--- config.mk ---
export PLATFORM = sky130hd
export DESIGN_NAME = i2cr_slave
export DESIGN_NICKNAME = d
export VERILOG_FILES = /design/src/rtl/i2cr_pkg.sv /design/src/rtl/i2cr_deglitch.sv /design/src/rtl/i2cr_regs.sv /design/src/rtl/i2cr_link.sv /design/src/rtl/i2cr_slave.sv
export SDC_FILE = /design/constraint.sdc
export NUM_CORES = 1
export LEC_CHECK = 0
export ABC_AREA = 1
export BUFFER_PORTS_ARGS = -buffer_cell sky130_fd_sc_hd__buf_2
export CAP_MARGIN = 20
export CORE_MARGIN = 1.5
export CORE_UTILIZATION = 59
export CTS_BUF_LIST = sky130_fd_sc_hd__clkbuf_16
export CTS_CLUSTER_DIAMETER = 150
export DETAILED_ROUTE_END_ITERATION = 8
export PLACE_DENSITY = 0.82
export SLEW_MARGIN = 0
export SYNTH_ARGS = -nofsm -noshare
export SYNTH_HDL_FRONTEND = slang
export SYNTH_SLANG_ARGS = --single-unit
--- constraint.sdc ---
create_clock -name clk -period 8.7 [get_ports clk]
set_clock_uncertainty 0.2 [all_clocks]
set_input_delay 0.87 -clock clk [delete_from_list [all_inputs] [get_ports clk]]
set_output_delay 0.87 -clock clk [all_outputs]
set_load 0.03 [all_outputs]
--- src/rtl/i2cr_pkg.sv ---
// Package: shared constants, state type and the register-map functions
// (write masks, reset values, read-only constants, strap address table).
// Assumes a 64-entry space whose lower 48 entries are writable storage.
package i2cr_pkg;
    localparam int REG_SPACE  = 64;
    localparam int RW_REGS    = 48;
    localparam int IDX_W      = $clog2(REG_SPACE);
    localparam int BYTE_W     = 8;
    localparam int BITCNT_W   = $clog2(BYTE_W);
    localparam logic [6:0] OVR_ADDR_DEF = 7'h30;

    typedef enum logic [3:0] {
        S_IDLE, S_ADDR, S_IDX, S_WDATA, S_ACK_WAIT, S_ACK_HOLD, S_RDATA, S_RACK
    } bus_state_t;

    // Writable bit mask of each storage register.
    function automatic logic [7:0] reg_wmask(input int a);
        case (a)
            1:       return 8'hAF;
            2:       return 8'h37;
            3:       return 8'hF0;
            default: return (a < RW_REGS) ? 8'hFF : 8'h00;
        endcase
    endfunction

    // Reset value of each storage register.
    function automatic logic [7:0] reg_reset(input int a);
        case (a)
            0:       return {OVR_ADDR_DEF, 1'b0};
            2:       return 8'h04;
            default: return 8'h00;
        endcase
    endfunction

    // Fixed content of the read-only upper area.
    function automatic logic [7:0] ro_byte(input int a);
        case (a)
            48:      return 8'h49;
            49:      return 8'h32;
            50:      return 8'h43;
            51:      return 8'h52;
            52:      return 8'h45;
            53:      return 8'h47;
            54, 59:  return 8'h01;
            default: return 8'h00;
        endcase
    endfunction

    // Bus address chosen by the strap pins.
    function automatic logic [6:0] strap_addr(input logic [1:0] s);
        case (s)
            2'b00:   return 7'h3C;
            2'b01:   return 7'h3D;
            2'b10:   return 7'h36;
            default: return 7'h37;
        endcase
    endfunction
endpackage

--- src/rtl/i2cr_deglitch.sv ---
// Line conditioner: two-flop synchronizer followed by a persistence filter.
// The clean output takes a new level only after the synchronized input has
// disagreed with it for FILT_LEN consecutive clocks. Idles high (bus idle).
module i2cr_deglitch #(
    parameter int FILT_LEN = 3
) (
    input  logic clk,
    input  logic rst_n,
    input  logic raw_in,
    output logic clean
);
    localparam int CW = $clog2(FILT_LEN + 1);

    logic       s1, s2;
    logic [CW-1:0] cnt;

    // Synchronize the asynchronous pad level.
    always_ff @(posedge clk) begin
        if (!rst_n) begin
            s1 <= 1'b1;
            s2 <= 1'b1;
        end else begin
            s1 <= raw_in;
            s2 <= s1;
        end
    end

    // Accept a new level only after it persists for FILT_LEN clocks.
    always_ff @(posedge clk) begin
        if (!rst_n) begin
            clean <= 1'b1;
            cnt   <= '0;
        end else if (s2 == clean) begin
            cnt <= '0;
        end else if (cnt == CW'(FILT_LEN - 1)) begin
            clean <= s2;
            cnt   <= '0;
        end else begin
            cnt <= cnt + 1'b1;
        end
    end

    // output never moves while the synchronized input agrees with it
    p_filt_hold_r10: assert property (@(posedge clk) disable iff (!rst_n)
        (s2 == clean) |=> $stable(clean));
endmodule

--- src/rtl/i2cr_regs.sv ---
// Register space: 48 masked storage registers plus a read-only constant area.
// The index is already folded to 6 bits by the caller. Also selects the bus
// address from the straps or the override held in register 0.
module i2cr_regs
    import i2cr_pkg::*;
#(
    parameter int RW_COUNT = RW_REGS
) (
    input  logic                    clk,
    input  logic                    rst_n,
    input  logic                    wr_en,
    input  logic [IDX_W-1:0]        wr_slot,
    input  logic [BYTE_W-1:0]       wr_data,
    input  logic [IDX_W-1:0]        rd_slot,
    output logic [BYTE_W-1:0]       rd_data,
    input  logic [1:0]              strap_id,
    output logic [6:0]              dev_addr,
    output logic [RW_COUNT*BYTE_W-1:0] store_flat
);
    // One masked storage byte per writable register.
    for (genvar g = 0; g < RW_COUNT; g++) begin : g_reg
        localparam logic [7:0] M   = reg_wmask(g);
        localparam logic [7:0] RST = reg_reset(g);
        logic [7:0] q;

        // Load writable bits on a matching write; reserved bits keep their value.
        always_ff @(posedge clk) begin
            if (!rst_n)
                q <= RST;
            else if (wr_en && wr_slot == IDX_W'(g))
                q <= (q & ~M) | (wr_data & M);
        end

        assign store_flat[g*BYTE_W +: BYTE_W] = q;

        // a write takes only the masked bits; reserved bits stay fixed
        p_masked_write_r9: assert property (@(posedge clk) disable iff (!rst_n)
            (wr_en && wr_slot == IDX_W'(g)) |=>
                ((q & M) == ($past(wr_data) & M)) && ((q & ~M) == (RST & ~M)));
    end

    // Read mux: storage below RW_COUNT, constants above.
    always_comb begin
        rd_data = ro_byte(int'(rd_slot));
        for (int k = 0; k < RW_COUNT; k++) begin
            if (rd_slot == IDX_W'(k))
                rd_data = store_flat[k*BYTE_W +: BYTE_W];
        end
    end

    // Address select: override when bit 0 of register 0 is set.
    assign dev_addr = store_flat[0] ? store_flat[7:1] : strap_addr(strap_id);

    // writes into the constant area leave every storage byte unchanged
    p_ro_ignored_r8: assert property (@(posedge clk) disable iff (!rst_n)
        (wr_en && wr_slot >= IDX_W'(RW_COUNT)) |=> $stable(store_flat));
endmodule

--- src/rtl/i2cr_link.sv ---
// Bus protocol engine working on filtered SCL/SDA levels. Detects START and
// STOP, shifts address/index/data bytes in on SCL rise, drives ACK and read
// bits after SCL fall, and keeps the 6-bit auto-incrementing index.
// Assumes each SCL phase lasts well beyond the filter latency.
module i2cr_link
    import i2cr_pkg::*;
(
    input  logic              clk,
    input  logic              rst_n,
    input  logic              scl_f,
    input  logic              sda_f,
    input  logic [6:0]        dev_addr,
    input  logic [BYTE_W-1:0] rd_data,
    output logic [IDX_W-1:0]  idx,
    output logic              wr_en,
    output logic [IDX_W-1:0]  wr_idx,
    output logic [BYTE_W-1:0] wr_data,
    output logic              sda_low
);
    logic scl_q, sda_q;
    logic scl_rise, scl_fall, start_det, stop_det;
    bus_state_t state, nxt;
    logic [BITCNT_W-1:0] bitcnt;
    logic [BYTE_W-2:0]   shreg;
    logic [BYTE_W-1:0]   tx, rx_byte;
    logic                mack;

    // Remember the previous filtered levels for edge detection.
    always_ff @(posedge clk) begin
        if (!rst_n) begin
            scl_q <= 1'b1;
            sda_q <= 1'b1;
        end else begin
            scl_q <= scl_f;
            sda_q <= sda_f;
        end
    end

    assign scl_rise  = !scl_q && scl_f;
    assign scl_fall  = scl_q && !scl_f;
    assign start_det = scl_q && scl_f && sda_q && !sda_f;
    assign stop_det  = scl_q && scl_f && !sda_q && sda_f;
    assign rx_byte   = {shreg, sda_f};

    // Protocol state machine, shifter, index and line drive.
    always_ff @(posedge clk) begin
        if (!rst_n) begin
            state   <= S_IDLE;
            nxt     <= S_IDLE;
            bitcnt  <= '0;
            shreg   <= '0;
            tx      <= '0;
            idx     <= '0;
            sda_low <= 1'b0;
            mack    <= 1'b0;
            wr_en   <= 1'b0;
            wr_idx  <= '0;
            wr_data <= '0;
        end else begin
            wr_en <= 1'b0;
            if (start_det) begin
                state   <= S_ADDR;
                bitcnt  <= '0;
                sda_low <= 1'b0;
            end else if (stop_det) begin
                state   <= S_IDLE;
                sda_low <= 1'b0;
            end else begin
                case (state)
                    S_ADDR, S_IDX, S_WDATA: begin
                        if (scl_rise) begin
                            shreg  <= rx_byte[BYTE_W-2:0];
                            bitcnt <= bitcnt + 1'b1;
                            if (bitcnt == BITCNT_W'(BYTE_W - 1)) begin
                                if (state == S_ADDR) begin
                                    if (rx_byte[7:1] == dev_addr) begin
                                        state <= S_ACK_WAIT;
                                        nxt   <= rx_byte[0] ? S_RDATA : S_IDX;
                                    end else begin
                                        state <= S_IDLE;
                                    end
                                end else if (state == S_IDX) begin
                                    idx   <= rx_byte[IDX_W-1:0];
                                    state <= S_ACK_WAIT;
                                    nxt   <= S_WDATA;
                                end else begin
                                    wr_en   <= 1'b1;
                                    wr_idx  <= idx;
                                    wr_data <= rx_byte;
                                    idx     <= idx + 1'b1;
                                    state   <= S_ACK_WAIT;
                                    nxt     <= S_WDATA;
                                end
                            end
                        end
                    end
                    S_ACK_WAIT: begin
                        if (scl_fall) begin
                            sda_low <= 1'b1;
                            state   <= S_ACK_HOLD;
                        end
                    end
                    S_ACK_HOLD: begin
                        if (scl_fall) begin
                            bitcnt <= '0;
                            if (nxt == S_RDATA) begin
                                tx      <= rd_data;
                                sda_low <= !rd_data[BYTE_W-1];
                                idx     <= idx + 1'b1;
                                state   <= S_RDATA;
                            end else begin
                                sda_low <= 1'b0;
                                state   <= nxt;
                            end
                        end
                    end
                    S_RDATA: begin
                        if (scl_fall) begin
                            if (bitcnt == BITCNT_W'(BYTE_W - 1)) begin
                                sda_low <= 1'b0;
                                bitcnt  <= '0;
                                state   <= S_RACK;
                            end else begin
                                tx      <= {tx[BYTE_W-2:0], 1'b0};
                                sda_low <= !tx[BYTE_W-2];
                                bitcnt  <= bitcnt + 1'b1;
                            end
                        end
                    end
                    S_RACK: begin
                        if (scl_rise) begin
                            mack <= !sda_f;
                        end else if (scl_fall) begin
                            if (mack) begin
                                tx      <= rd_data;
                                sda_low <= !rd_data[BYTE_W-1];
                                idx     <= idx + 1'b1;
                                bitcnt  <= '0;
                                state   <= S_RDATA;
                            end else begin
                                state <= S_IDLE;
                            end
                        end
                    end
                    default: ;
                endcase
            end
        end
    end

    // the slave starts pulling SDA only while SCL is low
    p_pull_on_low_scl_r11: assert property (@(posedge clk) disable iff (!rst_n)
        $rose(sda_low) |-> !scl_f);

    // a STOP releases the line and idles the engine
    p_stop_release_r3: assert property (@(posedge clk) disable iff (!rst_n)
        stop_det |=> (!sda_low && state == S_IDLE));

    // a START always leads to address reception
    p_start_addr_r3: assert property (@(posedge clk) disable iff (!rst_n)
        start_det |=> (state == S_ADDR));

    // each stored byte advances the index by exactly one
    p_idx_step_r4: assert property (@(posedge clk) disable iff (!rst_n)
        wr_en |-> (idx == wr_idx + IDX_W'(1)));
endmodule

--- src/rtl/i2cr_slave.sv ---
// Top: conditions both bus lines, runs the protocol engine and holds the
// register space. SDA output is a pull-low enable for an open-drain pad.
module i2cr_slave
    import i2cr_pkg::*;
#(
    parameter int FILT_LEN = 3
) (
    input  logic                       clk,
    input  logic                       rst_n,
    input  logic [1:0]                 strap_id,
    input  logic                       scl_in,
    input  logic                       sda_in,
    output logic                       sda_pull_low,
    output logic [RW_REGS*BYTE_W-1:0]  cfg_regs
);
    logic [1:0]        raw, filt;
    logic [IDX_W-1:0]  idx, wr_idx;
    logic              wr_en;
    logic [BYTE_W-1:0] wr_data, rd_data;
    logic [6:0]        dev_addr;

    assign raw = {scl_in, sda_in};

    // One conditioner per bus line: bit 1 is SCL, bit 0 is SDA.
    for (genvar n = 0; n < 2; n++) begin : g_line
        i2cr_deglitch #(.FILT_LEN(FILT_LEN)) u_filt (
            .clk    (clk),
            .rst_n  (rst_n),
            .raw_in (raw[n]),
            .clean  (filt[n])
        );
    end

    i2cr_link u_link (
        .clk      (clk),
        .rst_n    (rst_n),
        .scl_f    (filt[1]),
        .sda_f    (filt[0]),
        .dev_addr (dev_addr),
        .rd_data  (rd_data),
        .idx      (idx),
        .wr_en    (wr_en),
        .wr_idx   (wr_idx),
        .wr_data  (wr_data),
        .sda_low  (sda_pull_low)
    );

    i2cr_regs #(.RW_COUNT(RW_REGS)) u_regs (
        .clk        (clk),
        .rst_n      (rst_n),
        .wr_en      (wr_en),
        .wr_slot    (wr_idx),
        .wr_data    (wr_data),
        .rd_slot    (idx),
        .rd_data    (rd_data),
        .strap_id   (strap_id),
        .dev_addr   (dev_addr),
        .store_flat (cfg_regs)
    );
endmodule

==> results of run 1 <==
==> critical path, delay by kind of cell, from the launching register on <==
kind,cells,cell delay [ns]
AND/OR/NAND/NOR,35,3.94
buffers and inverters,4,0.94
flip-flops,1,0.47
AO/OA/AOI/OAI,2,0.26
==> routing by layer <==
layer  wire length (um)  global-route usage [%]  share of wire (%)  vias up
met4               5910                    29.5                7.1        0
met2              35200                    66.3                 42     1795
met3              10900                    9.48                 13      379
li1                   -                       -                  -    10800
met5                  0                       0                  0        -
met1              31300                    58.7                 38    10700
==> registers in the layout, summed over array words and instances, names as in the netlist, 2 cells and up <==
register / flops
u_link.idx: 6
u_link.nxt: 3
g_line.u_filt.clean: 2
u_link.wr_data: 8
u_regs.g.q: 375
u_link.tx: 7
g_line.u_filt.s2: 2
u_link.bitcnt: 3
g_line.u_filt.s1: 2
u_link.state: 3
u_link.shreg: 7
u_link.wr_idx: 6
g_line.u_filt.cnt: 4
==> kinds of logic after synthesis <==
logic type | after synthesis
other | 1
DFF | 433
xor gates and xnor gates | 7
AOI/OAI and AO/OA | 725
adders and majority gates | 8
buffers and inverters | 515
and+or+nand+nor | 1538
==> how the worst max path moves through the flow <==
stage	startpoint	to	slack (ns)	cells after the start
3_3_place_gp	u_link.idx[4]$_SDFFE_PN0P_	u_link.tx[2]$_SDFFE_PN0P_	3.06	41
5_1_grt	u_link.idx[4]$_SDFFE_PN0P_	u_link.tx[2]$_SDFFE_PN0P_	2.36	41
3_5_place_dp	u_link.idx[4]$_SDFFE_PN0P_	u_link.tx[2]$_SDFFE_PN0P_	2.96	41
2_1_floorplan	u_link.idx[0]$_SDFFE_PN0P_	u_link.tx[2]$_SDFFE_PN0P_	4.87	55
6_report	u_link.idx[4]$_SDFFE_PN0P_	u_link.tx[2]$_SDFFE_PN0P_	2.71	41
4_1_cts	u_link.idx[4]$_SDFFE_PN0P_	u_link.tx[2]$_SDFFE_PN0P_	2.92	41
==> area by class of cell <==
class                      instances  share of cell area, %
multi-input combinational       2287                   41.6
sequential                       433                   35.9
timing repair buffer             392                   8.34
inverter                         368                   5.75
clock buffer                      47                   4.87
tap                              455                   2.36
clock inverter                    37                   1.11
antenna                            1                 0.0104
==> stage by stage <==
step	hold WS [ns]	setup WS [ns]	util [%]
final	0.211	2.71	69.9
after global routing	0.214	2.36	69.9
after CTS	0.212	2.92	69.9
after detailed placement	0.198	2.96	65.7
after global placement	0.196	3.06	65.7
after floorplan	0.193	4.87	-
==> placed cells by master, fill, tap and decap left out, types with 3 or more instances in the layout <==
cell type                    count
sky130_fd_sc_hd__a211oi_1        3
sky130_fd_sc_hd__a21oi_1       201
sky130_fd_sc_hd__a21oi_2         4
sky130_fd_sc_hd__buf_2         380
sky130_fd_sc_hd__buf_4           9
sky130_fd_sc_hd__bufinv_16       3
sky130_fd_sc_hd__clkbuf_16      47
sky130_fd_sc_hd__clkinv_1       20
sky130_fd_sc_hd__clkinv_2       10
sky130_fd_sc_hd__clkinvlp_4      5
sky130_fd_sc_hd__conb_1          9
sky130_fd_sc_hd__dfxtp_1       425
sky130_fd_sc_hd__dfxtp_2         7
sky130_fd_sc_hd__ha_1            8
sky130_fd_sc_hd__inv_1         354
sky130_fd_sc_hd__inv_2           8
sky130_fd_sc_hd__nand2_1       553
sky130_fd_sc_hd__nand2_2         6
sky130_fd_sc_hd__nand3_1        93
sky130_fd_sc_hd__nand4_1         5
sky130_fd_sc_hd__nor2_1        823
sky130_fd_sc_hd__nor2_2          5
sky130_fd_sc_hd__nor2_4          5
sky130_fd_sc_hd__nor2_8          4
sky130_fd_sc_hd__nor3_1          8
sky130_fd_sc_hd__o211ai_1        6
sky130_fd_sc_hd__o21ai_0       492
sky130_fd_sc_hd__o21ai_1         7
sky130_fd_sc_hd__o22ai_1         3
sky130_fd_sc_hd__or2_0           3
sky130_fd_sc_hd__or2_2          27
sky130_fd_sc_hd__xnor2_1         4
sky130_fd_sc_hd__xor2_1          3
==> power by group through the flow <==
stage          sequential [mW]  clock [mW]  combinational, mW
2_1_floorplan             2.03           0             0.0423
3_3_place_gp              2.03           0             0.0465
6_report                  1.98        1.92             0.0493
5_1_grt                   1.98        1.99             0.0543
4_1_cts                   1.98        1.91             0.0473
3_5_place_dp              2.03           0             0.0474
==> flow_results.org, run 1 <==
** Placement
- Routability-driven placement congestion ratio :: 1.03
- After legalization and detailed placement, the total HPWL measured around 60,000 um.
- Total placed instance area :: ~23,000 um2
- Placed insts :: ~4,000
- During placement, the flow inserted port buffers numbering approximately 380.

** Logic synthesis
- After synthesis, the mean cell area works out to 6.42 um2.
- Library cell occupying the most area in the post-synthesis netlist :: sky130_fd_sc_hd__dfxtp_1
- The synthesized design contains 433 register bits.
- Sequential elements use 41.8% of the synthesized area.
- Area share of the largest cell type after synthesis :: 41.8%
- Summing the areas of all compound-gate instances in the mapped netlist gives ~18% of the synthesized area.
- Basic-gate share of the synthesized area counting and, or, nand and nor cells :: 29.7%
- Summing every instance area after synthesis gives 20,700 um2.
- In the synthesized netlist the dominant register cell turns out to be sky130_fd_sc_hd__dfxtp_1.
- After Yosys synthesis, XOR and XNOR cells account for 0.296% of the synthesized area.
- Dominant combinational cell family by area after synthesis :: simple AND/OR/NAND/NOR gates
- Ranked by instance count, the synthesized netlist is headed by sky130_fd_sc_hd__nor2_1 (823), sky130_fd_sc_hd__nand2_1 (553), sky130_fd_sc_hd__o21ai_0 (492).
- Synthesis produced a netlist whose cell count is 3,227.
- Post-synth EDFFs :: 0
- Multiplexer share of the synthesized area :: 0%
- Post-Synth Adder-Cell Area :: 0.483%
- Warnings, synthesis :: 0
- Counting flops with an async set or reset pin after synthesis yields a share of 0%.
- Most repeated cell in the gate-level netlist after synthesis :: sky130_fd_sc_hd__nor2_1
- Top cells by area, synth :: sky130_fd_sc_hd__dfxtp_1 (42%), sky130_fd_sc_hd__nor2_1 (15%), sky130_fd_sc_hd__o21ai_0 (12%)
- The synthesized netlist contains 43 unique library cells.

** Power and ir drop
- The analysis attributes to net switching a power of about 0.9 mW.
- Cell internal power was estimated by the tool at 3.07 mW.
- The design draws 3.95 mW.
- Sequential power share :: 50.2%
- IR analysis of the VDD net gives a maximum drop of 0.160 mV.
- Of the total power, the clock network draws 48.6%.
- Per report_power, the combinational group accounts for 1.2% of the total.
- The analysis attributes to cell leakage a power of 12.6 nW.
- Power density relative to cell area :: between 150 and 200 nW/um2
- In this run switching power makes up 22.5% of total power.

** Worst setup path
- Endpoint of the worst register-to-register path :: u_link.tx[2]$_SDFFE_PN0P_
- For the worst setup path, the data required time is 8.95 ns.
- Startpoint type of the worst setup path :: register
- Path type of the worst setup path :: reg -> reg
- Among the stages of the critical path, the cell type that occurs most often is sky130_fd_sc_hd__nand2_1.
- Reg2Reg Launch Point :: u_link.idx[4]$_SDFFE_PN0P_
- Slowest-stage cell, CP :: sky130_fd_sc_hd__nor2_1
- Data arrives at the worst endpoint at between 6 and 7 ns.
- Counting cells, the worst reg-to-reg path comes to 41.
- Highest net fanout along the worst path :: 15
- Maximum cell stage delay along the critical path :: 0.70 ns
- Slack of the worst reg-to-reg path :: between 2 and 3 ns
- The worst setup path is captured at a register.

** Timing
- The final critical path takes up 68.9% of the cycle.
- Total negative slack for setup checks :: 0 ns
- Unrepaired setup endpoints after global routing :: no
- For this run, the top clock speed supported by timing is 167 MHz.
- Total count of max-transition violations in the final report :: 0
- Hold Violations, Final :: 0
- Subtracting the final worst setup slack from the clock period gives between 5 and 6 ns.
- Remaining max-slew budget at the tightest pin :: 21.1%
- At the pin with the least slew margin, the transition time is 1.18 ns.
- Setup-failing EPs final :: 0

** Final layout
- With fillers left out, the area of the finished cells amounts to between 20,000 and 25,000 um2.
- Counting the fill cells in the layout gives between 3,000 and 4,000.
- Final-stage net count :: 3,541
- Fraction of layout instances using a drive strength above 1 :: 14.9%
- Compared with the post-synthesis result, the final layout area differs by 16.5%.
- Number of standard cells in the final layout excluding fillers :: 4,020
- Registers take 8680 um2.
- Multi-input gate area in the final layout :: around 10,000 um2

** Outcome
- The run finished with clean final reports.

** Floorplan
- The die covers 36,300 um2.
- Once the floorplan was initialized, standard cells occupied 60.0% of the core.
- The floorplan step set the die width to ~190 um.
- In this run the count of I/O pins placed on the die edge is 391.
- The total area inside the core boundary comes to 34,500 um2.
- Die Y :: roughly 190 um
- Row generation in the floorplan step produced 68 rows.

** Routing
- 1st-iter DRT viols :: 3,079
- Total Wirelength :: 83,300 um
- Via density per instance :: 5.87
- For this block, the via count after detailed routing is 23,600.
- Initial DRT Pass Iterations :: 8
- After detailed routing, the average wire length per cell comes to 20.7 um.
- In the routed design, unresolved DRC markers number 0.
- Count of antenna-violating nets left after detailed routing :: 0

** GRT
- The first global-routing pass estimated between 100,000 and 150,000 um of wire.
- Largest net degree at the start of global routing :: around 270
- Overall global routing resource usage :: 44.7%
- Antenna violations before repair :: 2
- Residual overflow from global routing :: 0
- The via count of the first global-routing pass was ~21,000.

** CTS
- Max clock buf depth :: 3
- CTS root buf :: sky130_fd_sc_hd__clkbuf_16
- CTS tree :: built
- Clock latency on the worst-skew pair :: 0.59 ns
- Clock buffers created by TritonCTS :: 45
- Number of setup buffers added after CTS :: 0
- H-tree levels :: 2
- Clock-pin slew of the registers on the worst-case setup and hold paths :: 0.06 ns
- Number of clock sinks :: 433
- CTS-repair resized insts :: 0
- In this run, post-CTS hold repair placed 0 buffers.

** Flow run
- Max-capacitance violation count :: 0

** Hold path
- Hold depth :: 1
- The worst hold path terminates at g_line[1].u_filt.s2$_SDFF_PN1_.
- The startpoint identified for the worst hold timing path is g_line[1].u_filt.s1$_SDFF_PN1_.
- Tightest Hold Check Type :: reg -> reg
Note: power is estimated with default switching activity, not from simulation.
==> inputs of run 2 (changes only) <==
--- a/config.mk
+++ b/config.mk
@@ -9,11 +9,11 @@
 export BUFFER_PORTS_ARGS = -buffer_cell sky130_fd_sc_hd__buf_2
 export CAP_MARGIN = 20
 export CORE_MARGIN = 1.5
-export CORE_UTILIZATION = 59
+export CORE_UTILIZATION = 56
 export CTS_BUF_LIST = sky130_fd_sc_hd__clkbuf_16
 export CTS_CLUSTER_DIAMETER = 150
 export DETAILED_ROUTE_END_ITERATION = 8
-export PLACE_DENSITY = 0.82
+export PLACE_DENSITY = 0.78
 export SLEW_MARGIN = 0
 export SYNTH_ARGS = -nofsm -noshare
 export SYNTH_HDL_FRONTEND = slang
==> constraint.sdc (replaced) <==
create_clock -name clk -period 5.9 [get_ports clk]
set_clock_uncertainty 0.2 [all_clocks]
set_input_delay 0.59 -clock clk [delete_from_list [all_inputs] [get_ports clk]]
set_output_delay 0.59 -clock clk [all_outputs]
set_load 0.03 [all_outputs]
==> run 2 against run 1 <==
  * Clock power is 42% higher
  * Worst hold slack worse by 0.00067 ns
  * Cell count is 0.77% higher
  * Core utilization is 3.4 points lower
  * Final area is 0.66% higher
  * Count of clock-buffer cells in the layout stayed put
  * First-iteration DRC count is 16% lower
  * Critical path depth is 10 higher
  * Fmax is 6.4% higher
  * Critical path type unchanged
  * Critical endpoint is now u_link.tx[3]$_SDFFE_PN0P_
  * Highest routed layer unchanged
==> flow_results.org, run 2 (synthesis gave the netlist of run 1 again) <==
** Final layout
- Final-stage net count :: 3,563
- Leading cell types in the layout, fill and taps excluded :: sky130_fd_sc_hd__nor2_1 (822), sky130_fd_sc_hd__nand2_1 (553), sky130_fd_sc_hd__o21ai_0 (492)
- 0 antenna diodes ended up in the layout.
- Core occupancy in the finished layout :: between 60% and 70%
- Area grow syn2layout :: 17.3%
- Fraction of layout instances using a drive strength above 1 :: 15.4%
- Most common library cell in the layout ignoring fill and taps :: sky130_fd_sc_hd__nor2_1
- The register with the most flip-flops in the layout has 375 of them.
- Reg with most FFs :: u_regs.g.q
- Number of standard cells in the final layout excluding fillers :: 4,051
- Largest registers :: u_regs.g.q x375, u_link.wr_data x8

** CTS
- Clock buffers created by TritonCTS :: 46
- The clock reaches the later pin of the worst-skew pair after 0.60 ns.
- CTS root buf :: sky130_fd_sc_hd__clkbuf_16
- TritonCTS built the clock tree.
- For this design, the sink count on the clock tree is 433.
- Clock-pin slew was measured on the worst setup and hold paths at roughly 0.06 ns.
- Max clock buf depth :: 3
- H-tree levels :: 2

** GRT
- Largest net degree at the start of global routing :: 165
- Number of global-route vias before repair :: approximately 21,000
- Most Crowded Layer GR :: met2
- Global routing used a little over two fifths of the available tracks.
- For met1 alone, demand over resource in global routing was 58.0%.
- Residual overflow from global routing :: 0
- The number of antenna violations at the first check in global routing is 0.
- Global-route wire length before repair :: 126,000 um
- For met3 alone, demand over resource in global routing was under 10%.
- Met2 Track Usage GR :: between 60% and 70%

** Worst setup path
- The cell that appears most often on the critical path is sky130_fd_sc_hd__nand2_1.
- For the worst setup path, the data arrival time is just under 6 ns.
- The setup path with the least slack is of type reg -> reg.
- Reg2Reg Launch Point :: u_link.idx[0]$_SDFFE_PN0P_
- Of all nets on the critical path, the largest fanout is 8.
- Maximum cell stage delay along the critical path :: 0.41 ns
- Counting cells, the worst reg-to-reg path comes to 51.
- Startpoint type of the worst setup path :: register
- The most critical setup path has its startpoint at u_link.idx[0]$_SDFFE_PN0P_.
- CP Capture Type :: register
- Endpoint of the worst register-to-register path :: u_link.tx[3]$_SDFFE_PN0P_
- Data on the critical path is required at its endpoint by 6.16 ns.
- Slowest-stage cell, CP :: sky130_fd_sc_hd__dfxtp_1
- The worst register-to-register path has a setup slack of 0.27 ns.

** Power and ir drop
- Leakage power :: 12.6 nW
- Power density relative to cell area :: 236 nW/um2
- Total chip power :: 5.73 mW
- VDD sags by at most 0.254 mV.

** Timing
- The number of pins with negative max-slew slack in the final report came to 0.
- Measured slew at the worst slew-check pin :: ~1.1 ns
- The number of hold violations in the final report came to 0.
- Timing would allow up to 178 MHz.
- In this run the tightest slew margin relative to its limit is about a quarter.
- Setup repair after global routing left no endpoint under its margin.
- Setup violations remaining at the end of the flow were counted as 0.
- The worst path in the final design needs a cycle of 5.63 ns, including I/O delays and setup.
- Total negative slack for setup checks :: 0 ns
- Hold is met by 0.210 ns.
- Final worst path period share :: 95.5%

** Floorplan
- In this run the horizontal extent of the chip is 195 um.
- Die Y :: roughly 200 um
- The die covers 38,200 um2.
- Placement row count :: 70
- In this run the standard cell core region covers 36,500 um2.
- Number of ports placed on the die boundary :: 391
- Starting density of the core :: 56.7%

** Routing
- The first routing iteration left 2,584 violations.
- For this run, design rule violations remaining after detail routing come to 0.
- Via density per instance :: 5.75
- Count of antenna-violating nets left after detailed routing :: 0
- Summing over every cut layer, the via total after detailed routing is 23,300.
- Detailed-route wire length per cell :: 20.9 um
- For this block, the routed nets add up to 84,500 um of wire.
- Initial DRT Pass Iterations :: 9

** Flow run
- Max-capacitance violation count :: 0

** Placement
- Routability-driven placement congestion ratio :: 0.986
- During placement, the flow inserted port buffers numbering 381.
- Placed insts :: around 4,000
- Detailed placement HPWL :: 60,500 um

** Hold path
- Hold Path End :: g_line[1].u_filt.cnt[0]$_SDFF_PP0_
- Startpoint of the most critical hold path :: g_line[1].u_filt.cnt[0]$_SDFF_PP0_
- Along the worst hold path, the cell count comes to 1.
- Tightest Hold Check Type :: reg -> reg

** Outcome
- The run finished with clean final reports.
==> run 2: cell types whose count changed in the layout (fill, tap and decap cells not counted), sizes merged <==
cell and delta:
buf +19, bufinv -2, dlygate4sd3 +2, inv +2, clkinv -1, clkinvlp -1, diode -1
==> run 2: report_power, final <==
| group | leakage, nW | switching (mW) | internal, mW |
|---|---|---|---|
| clock | 0.701 | 1.24 | 1.49 |
| combinational | 8.44 | 0.0589 | 0.0176 |
| sequential | 3.49 | 0.00111 | 2.92 |
| total | 12.6 | 1.30 | 4.43 |
==> run 2: worst max-delay path by stage <==
stage | slack [ns] | end | depth (start not counted)
floorplan | 2.07 | u_link.tx[2]$_SDFFE_PN0P_ | 55
CTS | 0.20 | u_link.tx[5]$_SDFFE_PN0P_ | 55
finish | 0.27 | u_link.tx[3]$_SDFFE_PN0P_ | 51
global route | 0.009 | u_link.tx[3]$_SDFFE_PN0P_ | 51
global placement | 0.22 | u_link.tx[3]$_SDFFE_PN0P_ | 53
detailed placement | 0.21 | u_link.tx[3]$_SDFFE_PN0P_ | 46
==> run 2: layer usage <==
layer | up-vias | wire length (um) | share of wire (%)
met1 | 10600 | 32900 | 39
met4 | 0 | 4560 | 5.4
met2 | 1637 | 37000 | 44
met3 | 269 | 10000 | 12
met5 | - | 0 | 0
li1 | 10800 | - | -
==> run 2: area by class of cell <==
| class | count | area (um2) |
|---|---|---|
| clock buffer | 47 | 1180 |
| clock inverter | 35 | 195 |
| fill | 3323 | 12200 |
| inverter | 368 | 1390 |
| multi-input combinational | 2287 | 10100 |
| sequential | 433 | 8690 |
| tap | 468 | 586 |
| timing repair buffer | 413 | 2200 |
==> run 2: critical path: cells and delay by family (launching register included) <==
kind | cells | cell delay [ns]
AND/OR/NAND/NOR | 47 | 4.37
flip-flops | 1 | 0.41
adder cells (fa/ha/maj) | 1 | 0.26
buffers and inverters | 2 | 0.23
AO/OA/AOI/OAI | 1 | 0.05
==> run 2: what timing repair did <==
item | CTS | global route
hold endpoints to repair | 2 | 0
hold buffers | 2 | 0
buffers inserted | 0 | 10
setup endpoints to repair | 0 | 5
resized for setup | 0 | 12
==> run 2: metrics by stage <==
step | setup WS (ns) | instance area [um2]
after floorplan | 2.07 | 20800
after global placement | 0.216 | 22800
after detailed placement | 0.214 | 22800
after CTS | 0.196 | 24200
after global routing | 0.00906 | 24300
final | 0.268 | 24300
